File: config.mk
export PLATFORM = sky130hd
export DESIGN_NAME = fault_status_reg
export DESIGN_NICKNAME = d
export VERILOG_FILES = /design/src/rtl/fsr_pkg.sv /design/src/rtl/fsr_sticky_bank.sv /design/src/rtl/fsr_summary.sv /design/src/rtl/fsr_notify_fsm.sv /design/src/rtl/fault_status_reg.sv
export SDC_FILE = /design/constraint.sdc
export NUM_CORES = 1
export LEC_CHECK = 0
export BUFFER_PORTS_ARGS = -buffer_cell sky130_fd_sc_hd__buf_2
export CAP_MARGIN = 0
export CORE_MARGIN = 5
export CORE_UTILIZATION = 40
export DETAILED_ROUTE_END_ITERATION = 10
export GPL_TIMING_DRIVEN = 0
export PLACE_DENSITY = 0.88
export SETUP_SLACK_MARGIN = 0.2
export SLEW_MARGIN = 10
export SYNTH_ARGS = -nofsm -noshare
export SYNTH_HDL_FRONTEND = slang
export SYNTH_SLANG_ARGS = --single-unit
File: constraint.sdc
create_clock -name clk -period 2 [get_ports clk]
set_clock_uncertainty 0.2 [all_clocks]
set_input_delay 0.3 -clock clk [delete_from_list [all_inputs] [get_ports clk]]
set_output_delay 0.3 -clock clk [all_outputs]
set_load 0.05 [all_outputs]
File: src/rtl/fsr_pkg.sv
package fsr_pkg;
    localparam int NUM_EVT  = 11;
    localparam int WORD_W   = 16;
    localparam int LOW_W    = 8;
    localparam int POS_TEMP = 2;
    localparam int POS_OTHR = 0;

    typedef enum logic {
        ST_CLEAN   = 1'b0,
        ST_FAULTED = 1'b1
    } fsr_state_e;

    // Bit position of each event flag inside the status word.
    function automatic int evt_pos(input int idx);
        case (idx)
            0:       return 14;
            1:       return 13;
            2:       return 12;
            3:       return 11;
            4:       return 10;
            5:       return 9;
            6:       return 8;
            7:       return 6;
            8:       return 5;
            9:       return 4;
            default: return 1;
        endcase
    endfunction
endpackage

File: src/rtl/fsr_sticky_bank.sv
module fsr_sticky_bank #(
    parameter int N = 11
) (
    input  logic         clk,
    input  logic         rst_n,
    input  logic [N-1:0] evt,
    input  logic         clr,
    output logic [N-1:0] held
);
    for (genvar g = 0; g < N; g++) begin : g_cell
        always_ff @(posedge clk) begin
            if (!rst_n)
                held[g] <= 1'b0;
            else if (evt[g])
                held[g] <= 1'b1;
            else if (clr)
                held[g] <= 1'b0;
        end
    end

    // without a clear, no held flag ever drops
    assert_sticky_R3: assert property (@(posedge clk) disable iff (!rst_n)
        !clr |=> ((held & $past(held)) == $past(held)));
endmodule

File: src/rtl/fsr_summary.sv
module fsr_summary
    import fsr_pkg::*;
(
    input  logic [NUM_EVT-1:0] held,
    output logic [WORD_W-1:0]  word
);
    always_comb begin
        word = '0;
        for (int i = 0; i < NUM_EVT; i++)
            word[evt_pos(i)] = held[i];
        word[POS_TEMP] = word[14] | word[13];
        word[POS_OTHR] = |word[12:8];
    end
endmodule

File: src/rtl/fsr_notify_fsm.sv
module fsr_notify_fsm
    import fsr_pkg::*;
(
    input  logic clk,
    input  logic rst_n,
    input  logic any_evt,
    input  logic clr,
    output logic fault_n
);
    fsr_state_e state_q, state_d;

    always_comb begin
        state_d = state_q;
        unique case (state_q)
            ST_CLEAN:   if (any_evt) state_d = ST_FAULTED;
            ST_FAULTED: if (clr && !any_evt) state_d = ST_CLEAN;
            default:    state_d = ST_CLEAN;
        endcase
    end

    always_ff @(posedge clk) begin
        if (!rst_n) state_q <= ST_CLEAN;
        else        state_q <= state_d;
    end

    always_comb begin
        fault_n = (state_q == ST_CLEAN);
    end
endmodule

File: src/rtl/fault_status_reg.sv
module fault_status_reg
    import fsr_pkg::*;
(
    input  logic        clk,
    input  logic        rst_n,
    input  logic        ev_ot_warn,
    input  logic        ev_ot_fault,
    input  logic        ev_oc_warn,
    input  logic        ev_cur_fault,
    input  logic        ev_uv_warn,
    input  logic        ev_uv_fault,
    input  logic        ev_ov_warn,
    input  logic        ev_off,
    input  logic        ev_ov_fault,
    input  logic        ev_oc_fault,
    input  logic        ev_comm_err,
    input  logic        clr_faults,
    output logic [15:0] status_word,
    output logic [7:0]  status_low,
    output logic        fault_n
);
    logic [NUM_EVT-1:0] evt_vec, held;

    assign evt_vec = {ev_comm_err, ev_oc_fault, ev_ov_fault, ev_off,
                      ev_ov_warn, ev_uv_fault, ev_uv_warn, ev_cur_fault,
                      ev_oc_warn, ev_ot_fault, ev_ot_warn};

    fsr_sticky_bank #(.N(NUM_EVT)) bank_i (
        .clk(clk), .rst_n(rst_n), .evt(evt_vec), .clr(clr_faults), .held(held)
    );

    fsr_summary sum_i (.held(held), .word(status_word));

    fsr_notify_fsm fsm_i (
        .clk(clk), .rst_n(rst_n), .any_evt(|evt_vec), .clr(clr_faults),
        .fault_n(fault_n)
    );

    assign status_low = status_word[LOW_W-1:0];

    assert_reserved_zero_R4: assert property (@(posedge clk) disable iff (!rst_n)
        (status_word[15] | status_word[7] | status_word[3]) == 1'b0);
    assert_ot_sets_R2: assert property (@(posedge clk) disable iff (!rst_n)
        ev_ot_warn |=> status_word[14]);
    assert_comm_sets_R2: assert property (@(posedge clk) disable iff (!rst_n)
        ev_comm_err |=> status_word[1]);
    assert_temp_summary_R5: assert property (@(posedge clk) disable iff (!rst_n)
        ev_ot_fault |=> status_word[2]);
    assert_clear_R7: assert property (@(posedge clk) disable iff (!rst_n)
        (clr_faults && evt_vec == '0) |=> status_word == 16'h0000);
    assert_notify_match_R9: assert property (@(posedge clk) disable iff (!rst_n)
        fault_n == (status_word == 16'h0000));
endmodule

# Yosys cells after proc, flatten, opt, wreduce, memory -nomap -nowiden
# Cells that the tools add are included.
# classes
mux	15
n_bitwise	2
n_reduce_logical	15
# ops
operator	count
$reduce_bool A2 Y1	11
$mux W1	14
$reduce_or A11 Y1	1
$reduce_or A5 Y1	1
$pmux W1 S2	1
$logic_and A1 B1 Y1	1
$logic_not A1 Y1	1
$not A1 Y1	1
$or A1 B1 Y1	1
# word_totals
regBits	12
in_bits	14
output_inout_bits	25
elab_cells	44

# Logic depth before layout (Yosys ltp)
# logic_depth
ltp_word	5
mapped_depth	3
mapped_depth_nobuf	2

# Cells and area by module
# From an unflattened synthesis, not the netlist that was laid out.
# hier_totals
cells_unflattened	70
area_unflattened_um2	660.6
# modules_own_cells
mod	instances	cells_per_inst	area_each_um2	seq_area_each_um2
fsr_sticky_bank	1	35	412.9	220.2
fsr_summary	1	19	127.6	0.0
fault_status_reg	1	12	82.6	0.0
fsr_notify_fsm	1	4	37.5	20.0

# Worst setup path after synthesis
# No wires, ideal clock.
# synth_path
path_type	register to output
startpoint	register bank_i.held[6]
endpoint	output port status_word[0]
arrival_ns	1.406
required_time_ns	1.500
setup_slack_ns	0.094
path_stages_with_launch	4
path_buffers	1
cell_sequence	dfxtp_1 nor3_1 nand2_1 buf_4
# synth_between
elab_chain_len	1
# synth_lines
item	line_no	source
start, declared	fsr_sticky_bank.sv:8	output logic [N-1:0] held
start signal, assigned by index	fsr_sticky_bank.sv:13	held[g] <= 1'b0;
start signal, assigned by index	fsr_sticky_bank.sv:15	held[g] <= 1'b1;
start signal, assigned by index	fsr_sticky_bank.sv:17	held[g] <= 1'b0;
$reduce_or A5 Y1	fsr_summary.sv:12	word[POS_OTHR] = |word[12:8];
end, declared	fault_status_reg.sv:18	output logic [15:0] status_word,
# No other way between the ends.

# Worst setup path in the final report
# Same ends and word-level chain as after synthesis.

==> run summary <==
outcome - finished, final reports clean
CTS root buf - clkbuf_4
Hold Path End - bank_i.held[0]
max-cap check violation count - 0
Core Area - 1330 sq um
clock buffer count from CTS - 3
Reg2Reg Depth - 2
IO Port Bufs - 33
Synth cell types - 16
layout cells sized above 1 - 63.0%
Vias - 501
initial antenna violation count - 0
Clk pin slew, worst setup/hold paths - 0.08 ns
startpoint types - flop
register area share after synthesis - 41.6%
commonest non-fill, non-tap cell in the layout - buf_2
R2R setup slack - 1.05 ns
Post-Place Cell Area - 782 sq um
total grt overflow - 0
Mean Syn Cell Area - 9.80 sq um
leakage dissipation - 0.426 nW
R2R Path End - bank_i.held[5]
Rows - 13
H-tree Lvls - 1
buffer depth of the longest clock path - 2
worst vdd ir - 0.335 mV
RSZ-0062 raised after global routing - no
final hold violations - 0
Die Wd - 48.0 um
P_sw - 0.250 mW
fin crit share - 86.0%
largest net degree at the start of global routing - 11
Clock Power Share - 28.2%
Final ANT Viol Nets - 0
Layout Utilization - 61.7%
CP Data Arrival Time - 1.22 ns
Post-Syn Instances - 59
DR WL/cell - 11.7 um
Layout area overhead - 42.4%
yosys warns - 0
final setup vio count - 0
Design Area, Final - 823 sq um
Post-Syn Area - 578 sq um
# DRC - 0
Reg power frac - 38.7%
via/cell ratio - 4.36
#FFs+latches synth - 12
Starting Density - 43.3%
fin nets - 115
Antenna Cells - 0
hold path depth - 2
# Post-CTS Setup Buffers - 0
TNS Setup - 0 ns
vias in the first global route - 479
Slew Limit Fails - 0
Hold Crit Start - ev_ot_warn
CP required - 1.50 ns
worst skew pair latency - 0.27 ns
chip height - 48.0 um
fmax - 0.582 GHz
PD cells - 831 nW/um^2
WL final - 1.35 mm
fin crit period - 1.72 ns
Comb pwr share - 33.1%
Setup crit end kind - output port
drt initial violations - 8
Crit Path Class - flop to output port
first-pass GRT wire length - 1.87 mm
Tot GR Track Use - 12.3%
CTS tree - done
iteration count of the initial detailed-routing pass - 4
I/O Pins - 39
die area - 2310 sq um
switch share - 36.5%
total clock sinks - 12
HP Class - input port to flop
Internal - 0.435 mW
R2R Path Start - bank_i.held[5]
GPL Wtd Cong - 0.596
crit-path max FO - 3
most frequent cells in the layout - buf_2, dfxtp_1, o21a_1, buf_4, nor2b_2
[worst max-delay path by stage]
stage / from / to / cells past startpoint
2_1_floorplan: bank_i.held[6] / status_word[0] / 3
3_3_place_gp: bank_i.held[6] / status_word[0] / 4
3_5_place_dp: bank_i.held[6] / status_word[0] / 4
4_1_cts: bank_i.held[6] / status_word[0] / 4
5_1_grt: bank_i.held[6] / status_word[0] / 4
6_report: bank_i.held[6] / status_word[0] / 4
[cells in the mapped netlist]
master / instances / area share [%]
nor2_1: 1 / 0.65
buf_2: 1 / 0.86
inv_1: 2 / 1.3
a41oi_1: 1 / 1.5
conb_1: 1 / 0.65
or2_1: 1 / 1.1
nor4_1: 2 / 2.2
o21a_1: 11 / 14
nand2b_1: 1 / 1.1
buf_6: 1 / 1.9
buf_4: 11 / 14
nor2b_2: 10 / 15
nor2b_1: 1 / 1.1
nand2_1: 1 / 0.65
dfxtp_1: 12 / 42
nor3_1: 2 / 1.7
[sequential cells by signal, indices dropped and copies added (netlist names)]
| name | flops |
|---|---|
| fsm_i.state_q | 1 |
| bank_i.held | 11 |
[worst max-delay path: stages, from the launching register on]
cell	delay, ns
dfxtp_1	0.33
nor3_2	0.22
nand2_2	0.08
buf_4	0.12
buf_2	0.20
[per-layer routing]
layer  up-vias  GRT usage (%)  share of wire, %
met3         2           4.51                10
met1       217           13.8                39
li1        260              -                 -
met2        22           18.7                50
met4         0           9.68              0.67
met5         -              0                 0
[cell families (layout without fill, tap and decap cells)]
| family | after synthesis | count (layout) | synth area share [%] |
|---|---|---|---|
| buf+inv | 15 | 52 | 18.4 |
| simple gates | 19 | 19 | 23.6 |
| compound gates | 12 | 12 | 15.8 |
| flops | 12 | 12 | 41.6 |
| other cells | 1 | 5 | 0.649 |
[metrics by stage]
step | instances | power (mW) | hold WS (ns) | setup WS [ns]
floorplan | 63 | 0.447 | 0.213 | 0.238
global placement | 111 | 0.493 | 0.303 | 0.570
detailed placement | 111 | 0.496 | 0.323 | 0.552
CTS | 115 | 0.691 | 0.0425 | 0.240
global route | 115 | 0.718 | 0.0383 | 0.233
finish | 115 | 0.684 | 0.0508 | 0.281
[layout make-up]
class                   count  area (sq um)
fillers                   126           510
repair buffers             33           165
inverters                   2          7.51
well taps                  15          18.8
flip-flops and latches     12           240
clock buffers               4          36.3
plain buffers              13          98.8
multi-input cells          36           256
[what timing repair did]
item,in CTS,in global routing
hold endpoints to repair,0,0
hold buffers,0,0
resized for setup,0,1
setup endpoints to repair,0,1
[power groups by stage]
stage                     sequential, mW  combinational (mW)  clock [mW]
final                              0.265               0.227       0.193
after global routing               0.267               0.238       0.213
after CTS                          0.264               0.228       0.199
after detailed placement           0.270               0.227           0
after global placement             0.268               0.224           0
after floorplan                    0.319               0.128           0
Power figures use the tool's default switching activity.
